`src/rtl/pwr_seq_pkg.sv`:
```
package pwr_seq_pkg;

    typedef enum logic [1:0] {
        RS_OFF     = 2'd0,
        RS_RISING  = 2'd1,
        RS_ON      = 2'd2,
        RS_FALLING = 2'd3
    } rs_state_e;

    typedef enum logic [2:0] {
        K_ONTIME  = 3'd0,
        K_OFFTIME = 3'd1,
        K_DEP     = 3'd2,
        K_CLKMAP  = 3'd3,
        K_MIN     = 3'd4,
        K_TMASK   = 3'd5,
        K_TCOUNT  = 3'd6,
        K_NONE    = 3'd7
    } reg_kind_e;

endpackage

```
`src/rtl/pwr_seq_regs.sv`:
```
module pwr_seq_regs
    import pwr_seq_pkg::*;
#(
    parameter int N_RES = 4,
    parameter int N_CLK = 2,
    parameter int N_TMR = 2,
    parameter int TW    = 8,
    parameter int IW    = 2,
    parameter int DW    = 8
) (
    input  logic                           clk,
    input  logic                           rst_n,
    input  logic                           wr_en,
    input  logic [3+IW-1:0]                wr_addr,
    input  logic [DW-1:0]                  wr_data,
    output logic [N_RES-1:0][TW-1:0]       on_time,
    output logic [N_RES-1:0][TW-1:0]       off_time,
    output logic [N_RES-1:0][N_RES-1:0]    dep_mask,
    output logic [N_CLK-1:0][N_RES-1:0]    clk_map,
    output logic [N_RES-1:0]               min_mask,
    output logic [N_TMR-1:0][N_RES-1:0]    tmr_mask,
    output logic [N_TMR-1:0]               tmr_load,
    output logic [TW-1:0]                  tmr_load_val
);

    reg_kind_e      kind;
    logic [IW-1:0]  idx;

    assign kind         = reg_kind_e'(wr_addr[3+IW-1:IW]);
    assign idx          = wr_addr[IW-1:0];
    assign tmr_load_val = wr_data[TW-1:0];

    always_ff @(posedge clk or negedge rst_n) begin
        if (!rst_n) begin
            on_time  <= '0;
            off_time <= '0;
            dep_mask <= '0;
            clk_map  <= '0;
            min_mask <= '0;
            tmr_mask <= '0;
        end else if (wr_en) begin
            for (int r = 0; r < N_RES; r++) begin
                if (idx == IW'(r)) begin
                    if (kind == K_ONTIME)  on_time[r]  <= wr_data[TW-1:0];
                    if (kind == K_OFFTIME) off_time[r] <= wr_data[TW-1:0];
                    if (kind == K_DEP)     dep_mask[r] <= wr_data[N_RES-1:0];
                end
            end
            for (int c = 0; c < N_CLK; c++) begin
                if (kind == K_CLKMAP && idx == IW'(c)) clk_map[c] <= wr_data[N_RES-1:0];
            end
            for (int t = 0; t < N_TMR; t++) begin
                if (kind == K_TMASK && idx == IW'(t)) tmr_mask[t] <= wr_data[N_RES-1:0];
            end
            if (kind == K_MIN) min_mask <= wr_data[N_RES-1:0];
        end
    end

    always_comb begin
        for (int t = 0; t < N_TMR; t++) begin
            tmr_load[t] = wr_en && kind == K_TCOUNT && idx == IW'(t);
        end
    end

    assert_load_onehot_R11: assert property (@(posedge clk) disable iff (!rst_n)
        $onehot0(tmr_load));

endmodule

```
`src/rtl/pwr_seq_reqtimer.sv`:
```
module pwr_seq_reqtimer #(
    parameter int TW = 8
) (
    input  logic          clk,
    input  logic          rst_n,
    input  logic          tick,
    input  logic          load,
    input  logic [TW-1:0] load_val,
    output logic          active
);

    logic [TW-1:0] cnt;

    always_ff @(posedge clk or negedge rst_n) begin
        if (!rst_n)                 cnt <= '0;
        else if (load)              cnt <= load_val;
        else if (tick && cnt != 0)  cnt <= cnt - 1'b1;
    end

    assign active = (cnt != '0);

    assert_tmr_step_R8: assert property (@(posedge clk) disable iff (!rst_n)
        (active && tick && !load) |=> (cnt == $past(cnt) - 1'b1));

    assert_tmr_hold_R8: assert property (@(posedge clk) disable iff (!rst_n)
        (!tick && !load) |=> $stable(cnt));

endmodule

```
`src/rtl/pwr_seq_res.sv`:
```
module pwr_seq_res
    import pwr_seq_pkg::*;
#(
    parameter int TW = 8
) (
    input  logic          clk,
    input  logic          rst_n,
    input  logic          tick,
    input  logic          needed,
    input  logic          deps_ready,
    input  logic [TW-1:0] on_time,
    input  logic [TW-1:0] off_time,
    output rs_state_e     state,
    output logic          en
);

    rs_state_e     state_nx;
    logic [TW-1:0] tmr, tmr_nx;

    always_comb begin
        state_nx = state;
        tmr_nx   = tmr;
        unique case (state)
            RS_OFF: begin
                if (needed && deps_ready) begin
                    if (on_time == '0) state_nx = RS_ON;
                    else begin
                        state_nx = RS_RISING;
                        tmr_nx   = on_time;
                    end
                end
            end
            RS_RISING: begin
                if (tick) begin
                    tmr_nx = tmr - 1'b1;
                    if (tmr == TW'(1)) state_nx = RS_ON;
                end
            end
            RS_ON: begin
                if (!needed) begin
                    if (off_time == '0) state_nx = RS_OFF;
                    else begin
                        state_nx = RS_FALLING;
                        tmr_nx   = off_time;
                    end
                end
            end
            RS_FALLING: begin
                if (tick) begin
                    tmr_nx = tmr - 1'b1;
                    if (tmr == TW'(1)) state_nx = RS_OFF;
                end
            end
        endcase
    end

    always_ff @(posedge clk or negedge rst_n) begin
        if (!rst_n) begin
            state <= RS_OFF;
            tmr   <= '0;
        end else begin
            state <= state_nx;
            tmr   <= tmr_nx;
        end
    end

    always_comb begin
        en = (state == RS_RISING) || (state == RS_ON);
    end

    assert_stable_tmr_zero_R2: assert property (@(posedge clk) disable iff (!rst_n)
        (state == RS_OFF || state == RS_ON) |-> (tmr == '0));

    assert_transit_tmr_live_R2: assert property (@(posedge clk) disable iff (!rst_n)
        (state == RS_RISING || state == RS_FALLING) |-> (tmr != '0));

    assert_deps_before_start_R10: assert property (@(posedge clk) disable iff (!rst_n)
        (state == RS_OFF && state_nx != RS_OFF) |-> deps_ready);

    assert_rise_completes_R9: assert property (@(posedge clk) disable iff (!rst_n)
        (state == RS_RISING) |=> (state == RS_RISING || state == RS_ON));

    assert_fall_completes_R9: assert property (@(posedge clk) disable iff (!rst_n)
        (state == RS_FALLING) |=> (state == RS_FALLING || state == RS_OFF));

    assert_tick_step_R3: assert property (@(posedge clk) disable iff (!rst_n)
        (state == RS_RISING && tick) |=> (tmr == $past(tmr) - 1'b1));

endmodule

```
`src/rtl/pwr_res_seq.sv`:
```
module pwr_res_seq
    import pwr_seq_pkg::*;
#(
    parameter int N_RES = 4,
    parameter int N_CLK = 2,
    parameter int N_TMR = 2,
    parameter int TW    = 8,
    localparam int MAXN = (N_RES > N_CLK) ? ((N_RES > N_TMR) ? N_RES : N_TMR)
                                          : ((N_CLK > N_TMR) ? N_CLK : N_TMR),
    localparam int IW   = (MAXN > 1) ? $clog2(MAXN) : 1,
    localparam int AW   = 3 + IW,
    localparam int DW   = (TW > N_RES) ? TW : N_RES
) (
    input  logic               clk,
    input  logic               rst_n,
    input  logic               lpo_tick,
    input  logic [N_CLK-1:0]   clk_req,
    input  logic               wr_en,
    input  logic [AW-1:0]      wr_addr,
    input  logic [DW-1:0]      wr_data,
    output logic [N_RES-1:0]   res_en,
    output logic [2*N_RES-1:0] res_state
);

    logic [N_RES-1:0][TW-1:0]    on_time, off_time;
    logic [N_RES-1:0][N_RES-1:0] dep_mask;
    logic [N_CLK-1:0][N_RES-1:0] clk_map;
    logic [N_RES-1:0]            min_mask;
    logic [N_TMR-1:0][N_RES-1:0] tmr_mask;
    logic [N_TMR-1:0]            tmr_load, tmr_active;
    logic [TW-1:0]               tmr_load_val;
    logic [N_RES-1:0]            required, is_on;

    pwr_seq_regs #(
        .N_RES(N_RES), .N_CLK(N_CLK), .N_TMR(N_TMR), .TW(TW), .IW(IW), .DW(DW)
    ) regs_i (
        .clk(clk), .rst_n(rst_n), .wr_en(wr_en), .wr_addr(wr_addr), .wr_data(wr_data),
        .on_time(on_time), .off_time(off_time), .dep_mask(dep_mask), .clk_map(clk_map),
        .min_mask(min_mask), .tmr_mask(tmr_mask), .tmr_load(tmr_load),
        .tmr_load_val(tmr_load_val)
    );

    for (genvar t = 0; t < N_TMR; t++) begin : g_tmr
        pwr_seq_reqtimer #(.TW(TW)) tmr_i (
            .clk(clk), .rst_n(rst_n), .tick(lpo_tick), .load(tmr_load[t]),
            .load_val(tmr_load_val), .active(tmr_active[t])
        );
    end

    always_comb begin
        required = min_mask;
        for (int c = 0; c < N_CLK; c++) begin
            if (clk_req[c]) required = required | clk_map[c];
        end
        for (int t = 0; t < N_TMR; t++) begin
            if (tmr_active[t]) required = required | tmr_mask[t];
        end
    end

    for (genvar r = 0; r < N_RES; r++) begin : g_res
        rs_state_e st;
        logic      deps_ok;

        assign deps_ok = ((dep_mask[r] & is_on) == dep_mask[r]);

        pwr_seq_res #(.TW(TW)) res_i (
            .clk(clk), .rst_n(rst_n), .tick(lpo_tick), .needed(required[r]),
            .deps_ready(deps_ok), .on_time(on_time[r]), .off_time(off_time[r]),
            .state(st), .en(res_en[r])
        );

        assign is_on[r]         = (st == RS_ON);
        assign res_state[2*r+:2] = st;

        assert_en_matches_state_R12: assert property (@(posedge clk) disable iff (!rst_n)
            res_en[r] == (st == RS_RISING || st == RS_ON));
    end

endmodule

```
`config.mk`:
```
export PLATFORM = sky130hd
export DESIGN_NAME = pwr_res_seq
export DESIGN_NICKNAME = d
export VERILOG_FILES = /design/src/rtl/pwr_seq_pkg.sv /design/src/rtl/pwr_seq_regs.sv /design/src/rtl/pwr_seq_reqtimer.sv /design/src/rtl/pwr_seq_res.sv /design/src/rtl/pwr_res_seq.sv
export SDC_FILE = /design/constraint.sdc
export NUM_CORES = 1
export LEC_CHECK = 0
export ABC_CLOCK_PERIOD_IN_PS = 3400
export BUFFER_PORTS_ARGS = -buffer_cell sky130_fd_sc_hd__buf_2
export CAP_MARGIN = 20
export CORE_MARGIN = 5
export CORE_UTILIZATION = 25
export CTS_CLUSTER_SIZE = 12
export DETAILED_ROUTE_END_ITERATION = 8
export PLACE_DENSITY = 0.49
export SLEW_MARGIN = 20
export SYNTH_ARGS = -nofsm -noshare
export SYNTH_HDL_FRONTEND = slang
export SYNTH_SLANG_ARGS = --single-unit
```
`constraint.sdc`:
```
create_clock -name clk -period 3.4 [get_ports clk]
set_clock_uncertainty 0.1 [all_clocks]
set_input_delay 0.34 -clock clk [delete_from_list [all_inputs] [get_ports clk]]
set_output_delay 0.34 -clock clk [all_outputs]
set_load 0.02 [all_outputs]
```
== Word-level counts from Yosys, hierarchy flattened ==
Cells that the tools add are included.
Word-level totals
  register bits: 156
  input port bits: 19
  output and inout bits: 12
  logic and storage cells: 238
Operators by class
  $add $sub $neg: 6
  eq/ne operators: 65
  muxes and demuxes: 68
  bitwise gates (word level): 8
  reduce and logical (&&, ||, !) cells: 64
Operators by type and width (count)
  $mux W8: 24
  $pmux W8 S3: 4
  $logic_not A8 Y1: 8
  $mux W2: 32
  $sub A8 B1 Y8 const B: 6
  $ne A2 B2 Y1 const B: 20
  $reduce_and A3 Y1: 12
  $eq A8 B1 Y1 const B: 4
  $ne A2 B1 Y1 const B: 16
  $pmux W2 S4: 4
  $reduce_and A6 Y1: 4
  $eq A2 B2 Y1 const B: 10
  $reduce_and A5 Y1: 4
  $and A4 B4 Y4: 4
  $eq A4 B4 Y1: 4
  $mux W4: 4
  $or A4 B4 Y4: 4
  $reduce_bool A8 Y1: 2
  $logic_and A1 B1 Y1: 13
  $eq A2 B1 Y1 const B: 5
  $logic_not A2 Y1: 5
  $reduce_and A2 Y1: 5
  $eq A3 B3 Y1 const B: 3
  $reduce_or A2 Y1: 4
  other kinds (5): 10

== Depth between registers and ports, before layout ==
Gate-level depths: netlist of run 1.
  word-level depth: 11
  depth in mapped cells: 8
  depth with buffers taken out: 7

== By module ==
Synthesis of run 1 repeated with hierarchy kept, for this count alone.
Second synthesis, totals
  cell total of the unflattened synthesis: 812
  area total of the unflattened synthesis: 8959.8 sq um
Modules (own cells, without submodules)
  pwr_seq_regs: instances 1, cells each 246, area each 3898.7 sq um, seq. area each 2502.4 sq um
  pwr_seq_res at g_res[0].res_i ...: instances 2, cells each 103, area each 954.7 sq um, seq. area each 250.2 sq um
  pwr_seq_reqtimer: instances 2, cells each 64, area each 566.8 sq um, seq. area each 200.2 sq um
  pwr_seq_res at g_res[3].res_i: instances 1, cells each 104, area each 920.9 sq um, seq. area each 250.2 sq um
  pwr_seq_res at g_res[2].res_i: instances 1, cells each 104, area each 913.4 sq um, seq. area each 250.2 sq um
  pwr_res_seq: instances 1, cells each 24, area each 183.9 sq um, seq. area each 0.0 sq um

== Worst setup path before layout of run 1 ==
OpenSTA, ideal clock, no wires.
  path kind: register -> register
  start: register g_tmr[0].tmr_i.cnt[0]
  end: register g_res[0].res_i.tmr[2]
  library setup time: 0.125 ns
  arrival time: 2.760 ns
  required time: 3.175 ns
  setup slack: 0.416 ns
  cell stages (with the launch flop): 9
  path buffers: 1
  clock period less this slack: 2.984 ns
  path through: dfrtp_1 > inv_1 > ha_1 > or3b_2 > buf_1 > o21a_1 > or4b_4 > a221oi_4 > mux2_2
On the way
  word-level cells in the longest chain between the ends: 7
  elaborated cells between the ends (all ways): 8
  those cells by class: 2 x eq/ne; 2 x mux; 1 x bitwise; 3 x reduce/logical
Ends and longest elaborated chain
  start, declared: RTL line pwr_seq_reqtimer.sv:12  | logic [TW-1:0] cnt;
  start signal, assigned: RTL line pwr_seq_reqtimer.sv:16  | else if (load) cnt <= load_val;
  start signal, assigned: RTL line pwr_seq_reqtimer.sv:17  | else if (tick && cnt != 0) cnt <= cnt - 1'b1;
  $reduce_bool A8 Y1 *: RTL line pwr_seq_reqtimer.sv:20  | assign active = (cnt != '0);
  $mux W4 *: RTL line pwr_res_seq.sv:56  | if (tmr_active[t]) required = required | tmr_mask[t];
  $or A4 B4 Y4: RTL line pwr_res_seq.sv:56
  $mux W4 *: RTL line pwr_res_seq.sv:56
  $logic_and A1 B1 Y1: RTL line pwr_seq_res.sv:25  | if (needed && deps_ready) begin
  $ne A2 B1 Y1 (no line)
  $reduce_and A5 Y1 (no line) *
  end signal, assigned: RTL line pwr_seq_res.sv:63  | tmr <= tmr_nx;
  end, declared: RTL line pwr_seq_res.sv:18  | logic [TW-1:0] tmr, tmr_nx;
Every way passes the cells marked *; elsewhere a longest branch is shown, timed or not.
A chain may end at the register's enable or synchronous reset.

== Final worst setup path of run 1 ==
  start: register g_tmr[1].tmr_i.cnt[0]
  end: register g_res[0].res_i.tmr[7]
On the way
  word-level cells in the longest chain between the ends: 5
  elaborated cells between the ends (all ways): 6
  those cells by class: 2 x eq/ne; 1 x mux; 3 x reduce/logical
Ends and longest elaborated chain (RTL line)
  start, declared: pwr_seq_reqtimer.sv:12
  start signal, assigned: pwr_seq_reqtimer.sv:16
  start signal, assigned: pwr_seq_reqtimer.sv:17
  $reduce_bool A8 Y1 *: pwr_seq_reqtimer.sv:20
  $mux W4 *: pwr_res_seq.sv:56
  $logic_and A1 B1 Y1: pwr_seq_res.sv:25
  $ne A2 B1 Y1 (no line)
  $reduce_and A5 Y1 (no line) *
Marks and branches as above.

==> run metrics, run 1 <==
status=finished, final reports clean; Max H-tree Level=4; DRC violation total after the first TritonRoute iteration=339; CP Launch Type=register; num ports=31; detail-routed via count per cell=roughly 4.7; vias in the first global route=6093; initial core utilization=approximately a quarter; power density normalized to cell area=875 nW/um^2; sum of net half-perimeters after detailed placement=15200 um; Fmax achieved=318 MHz; pre-CTS WS=0.173 ns; proportion of layout cells with a drive suffix above 1=26.6%; Max IR drop VDD=around 0.35 mV; number of enable-type register cells in the synthesized netlist=0; number of nets with antenna violations after routing=0; cells after synthesis=781; post-synthesis sequential area ratio=45.7%; Post-Synthesis Cell Area=8540 um^2; routed wire length=between 20000 and 25000 um; worst rel slew slack=39.2%; number of cells traversed by the worst register-to-register path=7; Clock Sinks=156; minimum setup slack among reg-to-reg paths=0.26 ns; standard cell core area=about 34000 um^2; RSZ-0062 raised after global routing=no; endpoint with the worst hold slack=g_tmr[1].tmr_i.cnt[7]$_DFFE_PN0P_; Hold Path Cell Cnt=3; Die Span X=about 190 um; most used cells in the layout excluding fill and tap cells=dfrtp_1, mux2_2, nand2_1; Arrival @ worst endpoint=roughly 3.4 ns; Post-synth top flop=dfrtp_1; Hold Path Class=primary input to register; number of failing hold endpoints at the final stage=0; std cell rows=67; total clock buffers created by CTS=17; global route total overflow=0; met3 demand-to-capacity share in global routing=under 10%; Placement Cell Area=9220 um^2; max-slew violation count=0; wire length of the first global-routing pass=34900 um; maximum root-to-sink buffer count=2; number of antenna violations at the first check in global routing=1; Worst Setup Path Type=register to register; number of antenna cells inserted=0; type of element capturing the critical path=register; routability congestion estimate=0.795; Leak Pwr=about 4.2 nW; startpoint of the lowest-slack register-to-register path=g_tmr[1].tmr_i.cnt[0]$_DFFE_PN0P_; # Max-Cap Violations=0; pin count of the biggest net entering global routing=61; required arrival time at the worst endpoint=3.61 ns; proportion of synthesized flip-flops having asynchronous set or reset=100%; Setup Total Neg Slack=0 ns; endpoint of the worst register-to-register path=g_res[0].res_i.tmr[7]$_DFFE_PN0P_; Tcrit/Tclk final=slightly above 90%; number of iterations in the first detailed-routing pass=6; final non-filler cell area=9840 um^2; CTS tree=yes; share of the core filled with cells in the final layout=29.3%; global routing met2 resource utilization=18.0%; Root Driver=clkbuf_16; Most Crowded Layer GR=met2; remaining routing DRC violations=0; critical-path maximum fanout=8; min setup slack post-route=0.256 ns; vertical die dimension=195 um; combined global-route utilization of all metal layers=11.5%; area growth from synthesis to final layout=15.2%; clock transition time at the flip-flop clock pins of the worst setup and hold paths=roughly 0.06 ns; port bufs=30; routing usage on met1=16.5%; minimum period implied by the final worst setup slack=3.14 ns; number of failing setup endpoints in the final timing report=0; number of library cell types mapped by synthesis=45; clock latency at the later pin of the worst-skew pair=0.42 ns; count of warnings emitted by yosys=0; synthesized area per cell=~11 um^2; most common library cell in the layout ignoring fill and taps=dfrtp_1; routed vias=5990; number of synthesized register bits=156; Hold Startpoint=wr_data[7]; number of nets at the end of the flow=861; die area=37900 um^2; Worst-Margin Slew=between 0.9 and 1 ns; Wirelength per Cell=17.1 um; Synthesized Nets=roughly 830
-- cells by family (layout without fill, tap and decap cells) --
kind of cell,after synthesis,in the layout,share of synthesized area (%)
simple gates,206,206,13.2
compound gates,145,145,11.9
flops,156,156,45.7
buf+inv,77,118,3.59
fa+ha+maj,32,32,4.69
mux,143,143,18.6
xor+xnor,22,22,2.26
-- critical path, cell delays in order, from the launching register on --
cell      delay [ns]
dfrtp_1         0.40
inv_1           0.12
ha_1            0.15
or3b_2          0.50
o21a_1          0.26
or4b_4          0.55
a221oi_4        0.54
mux2_2          0.40
-- how the worst max path moves through the flow --
| stage | from | end | slack [ns] | cells after the start |
|---|---|---|---|---|
| after floorplan | g_tmr[0].tmr_i.cnt[0]$_DFFE_PN0P_ | g_res[0].res_i.tmr[2]$_DFFE_PN0P_ | 0.42 | 8 |
| after global placement | g_res[3].res_i.state[0]$_DFFE_PN0P_ | g_res[1].res_i.tmr[5]$_DFFE_PN0P_ | 0.23 | 8 |
| after detailed placement | g_res[3].res_i.state[0]$_DFFE_PN0P_ | g_res[1].res_i.tmr[2]$_DFFE_PN0P_ | 0.17 | 8 |
| after CTS | g_res[0].res_i.state[0]$_DFFE_PN0P_ | g_res[1].res_i.tmr[3]$_DFFE_PN0P_ | 0.15 | 8 |
| after global routing | g_res[3].res_i.state[0]$_DFFE_PN0P_ | g_res[1].res_i.tmr[3]$_DFFE_PN0P_ | 0.12 | 9 |
| final | g_tmr[1].tmr_i.cnt[0]$_DFFE_PN0P_ | g_res[0].res_i.tmr[7]$_DFFE_PN0P_ | 0.26 | 7 |
-- synthesized netlist by cell type (3+ instances only) --
library cell	n	area (um^2)
buf_4	4	30.0
mux2_2	127	1430
a221oi_4	4	105
a2111oi_0	4	35.0
o31ai_1	8	60.1
ha_1	32	400
nand2_1	57	214
or3_1	12	75.1
a22oi_1	8	60.1
a221o_1	9	90.1
a221oi_1	3	26.3
o311ai_0	4	35.0
a22o_1	4	35.0
a32oi_1	4	35.0
mux2i_1	16	160
a211oi_1	4	30.0
nor3_1	10	50.1
or2_2	4	25.0
or4b_4	4	55.1
nor3b_1	5	37.5
xor2_1	10	87.6
a21oi_1	34	170
or4_1	14	105
nor4_1	26	163
or3b_2	3	26.3
xnor2_1	12	105
nand3b_1	3	22.5
o21ai_0	41	205
nor2b_1	21	131
nand3_1	5	25.0
clkbuf_1	25	93.8
dfrtp_1	156	3900
buf_1	7	26.3
nor2_1	33	124
inv_1	39	146
o21a_1	16	120
-- registers in the layout (all words and copies together) (netlist names) --
name / flops
g_res.res_i.state: 8
g_res.res_i.tmr: 32
g_tmr.tmr_i.cnt: 16
regs_i.clk_map: 8
regs_i.dep_mask: 16
regs_i.min_mask: 4
regs_i.off_time: 32
regs_i.on_time: 32
regs_i.tmr_mask: 8
-- metrics by stage --
stage | std cells | hold slack (ns) | total power, W
after CTS | 1268 | 0.222 | 0.00865
after global placement | 1236 | 0.224 | 0.00668
after global routing | 1270 | 0.243 | 0.00925
after detailed placement | 1236 | 0.229 | 0.00672
after floorplan | 781 | -0.0556 | 0.00576
final | 1270 | 0.229 | 0.00861
-- metal layers --
metal  vias up  routed length (um)
met4         2                 243
met5         -                  13
li1       2890                   -
met1      3027               11000
met2        58                9930
met3        13                 534
-- repair_timing --
action	CTS	global route
hold endpoints to repair	44	0
hold buffers	1	0
setup endpoints to repair	0	6
resized for setup	0	0
setup buffers	0	2
-- cell type report --
class | count | area, um^2
inverter | 39 | 146
timing repair buffer | 48 | 319
tap | 448 | 561
clock buffer | 23 | 498
sequential | 156 | 3900
clock inverter | 8 | 82.6
fill | 3474 | 23800
multi-input combinational | 548 | 4330
-- power breakdown --
group          switching, W  internal, W  total, W
logic               0.00197      0.00182   0.00379
clock network      0.000776      0.00111   0.00188
registers          0.000513      0.00242   0.00294
(Power assumes the default switching activity.)
==> inputs of run 2 (changes only) <==
--- a/config.mk
+++ b/config.mk
@@ -9,10 +9,10 @@
 export BUFFER_PORTS_ARGS = -buffer_cell sky130_fd_sc_hd__buf_2
 export CAP_MARGIN = 20
 export CORE_MARGIN = 5
-export CORE_UTILIZATION = 25
+export CORE_UTILIZATION = 40
 export CTS_CLUSTER_SIZE = 12
 export DETAILED_ROUTE_END_ITERATION = 8
-export PLACE_DENSITY = 0.49
+export PLACE_DENSITY_LB_ADDON = 0.15
 export SLEW_MARGIN = 20
 export SYNTH_ARGS = -nofsm -noshare
 export SYNTH_HDL_FRONTEND = slang
==> run metrics, run 2 (same netlist as run 1, synthesis figures left out) <==
Leak Pwr=4.19 nW (was 4.21 nW); power density normalized to cell area=894 nW/um^2 (was 875 nW/um^2); CP Launch Type=register (unchanged); clock latency at the later pin of the worst-skew pair=0.42 ns (about the same); # Max-Cap Violations=0 (unchanged); Fmax achieved=314 MHz (was 318 MHz); most common library cell in the layout ignoring fill and taps=dfrtp_1 (unchanged); sum of net half-perimeters after detailed placement=15400 um (was 15200 um); Tcrit/Tclk final=93.6% (was 92.5%); pin count of the biggest net entering global routing=66 (was 61); Max H-tree Level=4 (unchanged); Worst-Margin Slew=0.940 ns (was 0.908 ns); min setup slack post-route=0.217 ns (was 0.256 ns); DRC violation total after the first TritonRoute iteration=353 (was 339); RSZ-0062 raised after global routing=no (unchanged); number of failing hold endpoints at the final stage=0 (unchanged); vias in the first global route=6311 (was 6093); pre-CTS WS=0.233 ns (was 0.173 ns); Final Total Pwr=0.00856 W (was 0.00861 W); Root Driver=clkbuf_16 (unchanged); vertical die dimension=156 um (was 195 um); standard cell core area=21000 um^2 (was 33600 um^2); global route total overflow=0 (unchanged); routed vias=6105 (was 5990); start point of the critical path=g_tmr[1].tmr_i.cnt[0]$_DFFE_PN0P_ (unchanged); initial core utilization=40.6% (was 25.4%); Die Span X=156 um (was 195 um); number of failing setup endpoints in the final timing report=0 (unchanged); remaining routing DRC violations=0 (unchanged); Filler Cells Inserted=1946 (was 3474); wire length of the first global-routing pass=35200 um (was 34900 um); routed wire length=21800 um (was 21700 um); number of antenna violations at the first check in global routing=1 (unchanged); std cell rows=53 (was 67); startpoint of the lowest-slack register-to-register path=g_tmr[1].tmr_i.cnt[0]$_DFFE_PN0P_ (unchanged); Hold Startpoint=wr_data[7] (unchanged); Setup Total Neg Slack=0 ns (unchanged); num ports=31 (unchanged); port bufs=30 (unchanged); share of the core filled with cells in the final layout=45.5% (was 29.3%); Hold Path Class=primary input to register (unchanged); critical-path maximum fanout=8 (unchanged); routability congestion estimate=0.818 (was 0.795); detail-routed via count per cell=5.58 (was 4.72); combined global-route utilization of all metal layers=18.5% (was 11.5%); most used cells in the layout excluding fill and tap cells=dfrtp_1, mux2_2, nand2_1 (unchanged); final non-filler cell area=9570 um^2 (was 9840 um^2); worst rel slew slack=36.4% (was 39.2%); Clock Sinks=156 (unchanged); maximum root-to-sink buffer count=2 (unchanged); Max IR drop VDD=0.370 mV (was 0.348 mV); number of nets at the end of the flow=856 (was 861); buffer count from post-CTS setup fixing=0 (unchanged); total clock buffers created by CTS=17 (unchanged); die area=24400 um^2 (was 37900 um^2); Placement Cell Area=8980 um^2 (was 9220 um^2); type of element capturing the critical path=register (unchanged); Wirelength per Cell=19.9 um (was 17.1 um); clock transition time at the flip-flop clock pins of the worst setup and hold paths=0.07 ns (was 0.06 ns); proportion of layout cells with a drive suffix above 1=26.4% (was 26.6%); status=finished, final reports clean (unchanged); minimum period implied by the final worst setup slack=3.18 ns (was 3.14 ns); number of iterations in the first detailed-routing pass=4 (was 6); required arrival time at the worst endpoint=3.61 ns (about the same); area growth from synthesis to final layout=12.0% (was 15.2%); CTS tree=yes (unchanged); number of nets with antenna violations after routing=0 (unchanged); Arrival @ worst endpoint=3.39 ns (was 3.35 ns); max-slew violation count=0 (unchanged); Worst Setup Path Type=register to register (unchanged); largest registers ranked by flip-flop count=g_res.res_i.tmr: 32 flops, regs_i.off_time: 32 flops, regs_i.on_time: 32 flops (unchanged)
[run 2: cell types whose count changed in the layout (fill, tap and decap cells not counted)]
cell / before / now
buf_12: 2 / 1
buf_4: 15 / 11
clkbuf_1: 1 / 0
clkbuf_8: 5 / 1
clkinv_2: 1 / 2
clkinv_4: 0 / 1
clkinvlp_4: 4 / 3
diode_2: 0 / 1
inv_6: 2 / 7
[run 2: power by group]
group	switching, W	internal [W]	leakage, nW	total (W)
combinational	0.00199	0.00175	1.94	0.00374
sequential	0.000532	0.00242	1.97	0.00295
clock	0.000816	0.00104	0.275	0.00186
total	0.00334	0.00521	4.19	0.00856
[run 2: cell type report]
class | count | area, um^2 | area share [%]
multi-input combinational | 548 | 4330 | 45.2
sequential | 156 | 3900 | 40.8
clock buffer | 18 | 439 | 4.59
tap | 275 | 344 | 3.60
timing repair buffer | 43 | 269 | 2.81
inverter | 39 | 146 | 1.53
clock inverter | 14 | 133 | 1.39
antenna | 1 | 2.50 | 0.0262
[run 2: timing repair]
action,CTS,global route
hold endpoints to repair,62,0
setup endpoints to repair,0,0
resized for setup,0,0
hold buffers,1,0
[run 2: per-stage QoR]
step	hold slack [ns]	std cells
after detailed placement	0.280	1060
final	0.216	1094
after floorplan	-0.0556	781
after global placement	0.278	1060
after CTS	0.220	1093
after global routing	0.247	1093
[run 2: worst paths after layout]
check	endpoint	slack (ns)	depth (start not counted)
min in group asynchronous	regs_i.on_time[13]$_DFFE_PN0P_	0.37	2
max in group asynchronous	g_res[3].res_i.tmr[6]$_DFFE_PN0P_	2.06	3
hold / removal	g_tmr[1].tmr_i.cnt[7]$_DFFE_PN0P_	0.22	3
setup / recovery	g_res[1].res_i.tmr[4]$_DFFE_PN0P_	0.22	7
hold reg to reg	regs_i.dep_mask[5]$_DFFE_PN0P_	0.40	1
setup reg to reg	g_res[1].res_i.tmr[4]$_DFFE_PN0P_	0.22	7
[run 2: critical path, stage by stage, from the launching register on]
cell and delay (ns):
dfrtp_1 0.41, inv_1 0.12, ha_1 0.15, or3b_2 0.53, o21a_1 0.24, or4b_4 0.56, a221oi_4 0.55, mux2_2 0.40
[run 2: per-layer routing]
layer  vias up  global-route usage (%)  part of all wire (%)
met4         0                    5.58                   1.7
met5         -                       0                     0
met2        92                    29.6                    48
met1      3103                    25.9                    47
li1       2884                       -                     -
met3        26                    3.19                   3.3
==> inputs of run 3 (changes only) <==
--- a/config.mk
+++ b/config.mk
@@ -8,6 +8,7 @@
 export ABC_CLOCK_PERIOD_IN_PS = 3400
 export BUFFER_PORTS_ARGS = -buffer_cell sky130_fd_sc_hd__buf_2
 export CAP_MARGIN = 20
+export CORE_ASPECT_RATIO = 0.9
 export CORE_MARGIN = 5
 export CORE_UTILIZATION = 40
 export CTS_CLUSTER_SIZE = 12
==> constraint.sdc (replaced) <==
create_clock -name clk -period 3.4 [get_ports clk]
set_clock_uncertainty 0.1 [all_clocks]
set_input_delay 0.34 -clock clk [delete_from_list [all_inputs] [get_ports clk]]
set_output_delay 0.34 -clock clk [all_outputs]
set_load 0.1 [all_outputs]
==> run metrics, run 3 (same netlist as run 1, synthesis figures left out) <==
routing usage on met1=24.7% (was 25.9%); met3 demand-to-capacity share in global routing=3.02% (was 3.19%); number of cells traversed by the worst register-to-register path=7 (unchanged); Top Family by Delay on Critical Path=simple AND/OR/NAND/NOR gates (unchanged); proportion of layout cells with a drive suffix above 1=25.8% (was 26.4%); Hold Path Class=primary input to register (unchanged); clock transition time at the flip-flop clock pins of the worst setup and hold paths=0.06 ns (was 0.07 ns); end of the critical path=g_res[1].res_i.tmr[6]$_DFFE_PN0P_ (was g_res[1].res_i.tmr[4]$_DFFE_PN0P_); global routing met2 resource utilization=28.7% (was 29.6%); number of failing setup endpoints in the final timing report=0 (unchanged); std cell rows=50 (was 53); Die Span X=164 um (was 156 um); routed vias=6094 (was 6105); final non-filler cell area=9580 um^2 (was 9570 um^2); detail-routed via count per cell=5.53 (was 5.58); RSZ-0062 raised after global routing=no (unchanged); stages on the worst setup path=7 (unchanged); Worst-Margin Slew=1.05 ns (was 0.940 ns); Final Total Pwr=0.00911 W (was 0.00856 W); number of nets with antenna violations after routing=0 (unchanged); minimum setup slack among reg-to-reg paths=0.14 ns (was 0.22 ns); combined global-route utilization of all metal layers=17.7% (was 18.5%); DRC violation total after the first TritonRoute iteration=320 (was 353); startpoint of the lowest-slack register-to-register path=g_tmr[1].tmr_i.cnt[0]$_DFFE_PN0P_ (unchanged); Min Hold Slack=0.217 ns (was 0.216 ns); worst rel slew slack=29.3% (was 36.4%); max-slew violation count=0 (unchanged); Placement Cell Area=8990 um^2 (was 8980 um^2); num ports=31 (unchanged); Filler Cells Inserted=1962 (was 1946); area taken by multi-input logic gates=4330 um^2 (unchanged); pin count of the biggest net entering global routing=83 (was 66); die area=24400 um^2 (about the same); most common library cell in the layout ignoring fill and taps=dfrtp_1 (unchanged); Fmax achieved=306 MHz (was 314 MHz); clock latency at the later pin of the worst-skew pair=0.42 ns (about the same); initial core utilization=40.9% (was 40.6%); combined flip-flop and latch cell area=3900 um^2 (unchanged); wire length of the first global-routing pass=33900 um (was 35200 um); routed wire length=20800 um (was 21800 um); largest registers ranked by flip-flop count=g_res.res_i.tmr: 32 flops, regs_i.off_time: 32 flops, regs_i.on_time: 32 flops (unchanged); buffers and inverters on the worst path=1 (unchanged); area growth from synthesis to final layout=12.1% (was 12.0%); endpoint of the worst register-to-register path=g_res[1].res_i.tmr[6]$_DFFE_PN0P_ (was g_res[1].res_i.tmr[4]$_DFFE_PN0P_); remaining routing DRC violations=0 (unchanged); maximum root-to-sink buffer count=2 (unchanged); ordered list of cells on the worst path=inv_1, ha_1, or3b_2, o21a_1, or4b_4, a221oi_4, mux2_2 (unchanged); critical-path maximum fanout=8 (unchanged); number of failing hold endpoints at the final stage=0 (unchanged); Clock Sinks=156 (unchanged); status=finished, final reports clean (unchanged); power density normalized to cell area=951 nW/um^2 (was 894 nW/um^2); global route total overflow=0 (unchanged); CTS tree=yes (unchanged); vertical die dimension=149 um (was 156 um); number of antenna violations at the first check in global routing=0 (was 1); # Max-Cap Violations=0 (unchanged); minimum period implied by the final worst setup slack=3.26 ns (was 3.18 ns); most used cells in the layout excluding fill and tap cells=dfrtp_1, mux2_2, nand2_1 (unchanged); Wirelength per Cell=18.9 um (was 19.9 um); total clock buffers created by CTS=17 (unchanged); vias in the first global route=6247 (was 6311); buffer count from post-CTS setup fixing=0 (unchanged); required arrival time at the worst endpoint=3.60 ns (was 3.61 ns); Max H-tree Level=4 (unchanged); Worst Setup Path Type=register to register (unchanged); Leak Pwr=4.19 nW (about the same); Hold Startpoint=wr_data[5] (was wr_data[7]); Worst path slowest cell=a221oi_4 (was or4b_4); Arrival @ worst endpoint=3.47 ns (was 3.39 ns); standard cell core area=20900 um^2 (was 21000 um^2); sum of net half-perimeters after detailed placement=14400 um (was 15400 um); CP Launch Type=register (unchanged); Most Crowded Layer GR=met2 (unchanged); port bufs=30 (unchanged); routability congestion estimate=0.848 (was 0.818); Max IR drop VDD=0.491 mV (was 0.370 mV); Setup Total Neg Slack=0 ns (unchanged); Tcrit/Tclk final=96.0% (was 93.6%); number of nets at the end of the flow=855 (was 856); start point of the critical path=g_tmr[1].tmr_i.cnt[0]$_DFFE_PN0P_ (unchanged); Root Driver=clkbuf_16 (unchanged); number of antenna cells inserted=0 (was 1); number of iterations in the first detailed-routing pass=4 (unchanged); delay of the slowest critical-path stage=0.58 ns (was 0.56 ns); type of element capturing the critical path=register (unchanged)
[run 3: cell types whose count changed in the layout (fill, tap and decap cells not counted), sizes merged]
cell	before	now
clkinvlp	3	1
clkbuf	18	24
buf	42	41
diode	1	0
bufinv	1	2
inv	46	39
[run 3: tightest hold or removal path, cell delays in order]
cell     delay (ns)
buf_2          0.20
nand2_1        0.08
o21ai_0        0.07
[run 3: how the worst min path moves through the flow]
| stage | end | cells past startpoint |
|---|---|---|
| after floorplan | g_res[0].res_i.state[0]$_DFFE_PN0P_ | 0 |
| after global placement | regs_i.on_time[2]$_DFFE_PN0P_ | 1 |
| after detailed placement | g_res[0].res_i.tmr[2]$_DFFE_PN0P_ | 1 |
| after CTS | g_tmr[0].tmr_i.cnt[6]$_DFFE_PN0P_ | 3 |
| after global routing | g_tmr[1].tmr_i.cnt[5]$_DFFE_PN0P_ | 3 |
| final | g_tmr[0].tmr_i.cnt[5]$_DFFE_PN0P_ | 3 |
[run 3: cell type report]
type / instances / share of cell area (%)
Multi-Input combinational cell: 548 / 45.2
Timing Repair Buffer: 42 / 2.73
Inverter: 39 / 1.53
Tap cell: 286 / 3.74
Clock buffer: 24 / 5.14
Sequential cell: 156 / 40.8
Clock inverter: 6 / 0.902
[run 3: layer usage]
metal  vias up  part of all wire, %
met1      3097                   48
li1       2876                    -
met4         0                 0.87
met3        19                  2.8
met2       102                   48
met5         -                    0
[run 3: report_power, final]
group	switching (W)	internal [W]	leakage, nW
sequential	0.000516	0.00242	1.97
combinational	0.00255	0.00174	1.94
clock	0.000726	0.00115	0.282
[run 3: through the flow]
stage | setup slack (ns) | instances | utilization, %
2_1_floorplan | 0.210 | 781 | -
3_3_place_gp | 0.214 | 1070 | 43.0
3_5_place_dp | 0.164 | 1070 | 43.0
4_1_cts | 0.170 | 1101 | 45.8
5_1_grt | 0.00502 | 1101 | 45.8
6_report | 0.135 | 1101 | 45.8
[run 3: repair_timing]
action	in CTS	in global routing
endpoints found under the hold margin	80	0
setup endpoints to repair	0	0
hold buffers	1	0
gates resized for setup	0	0
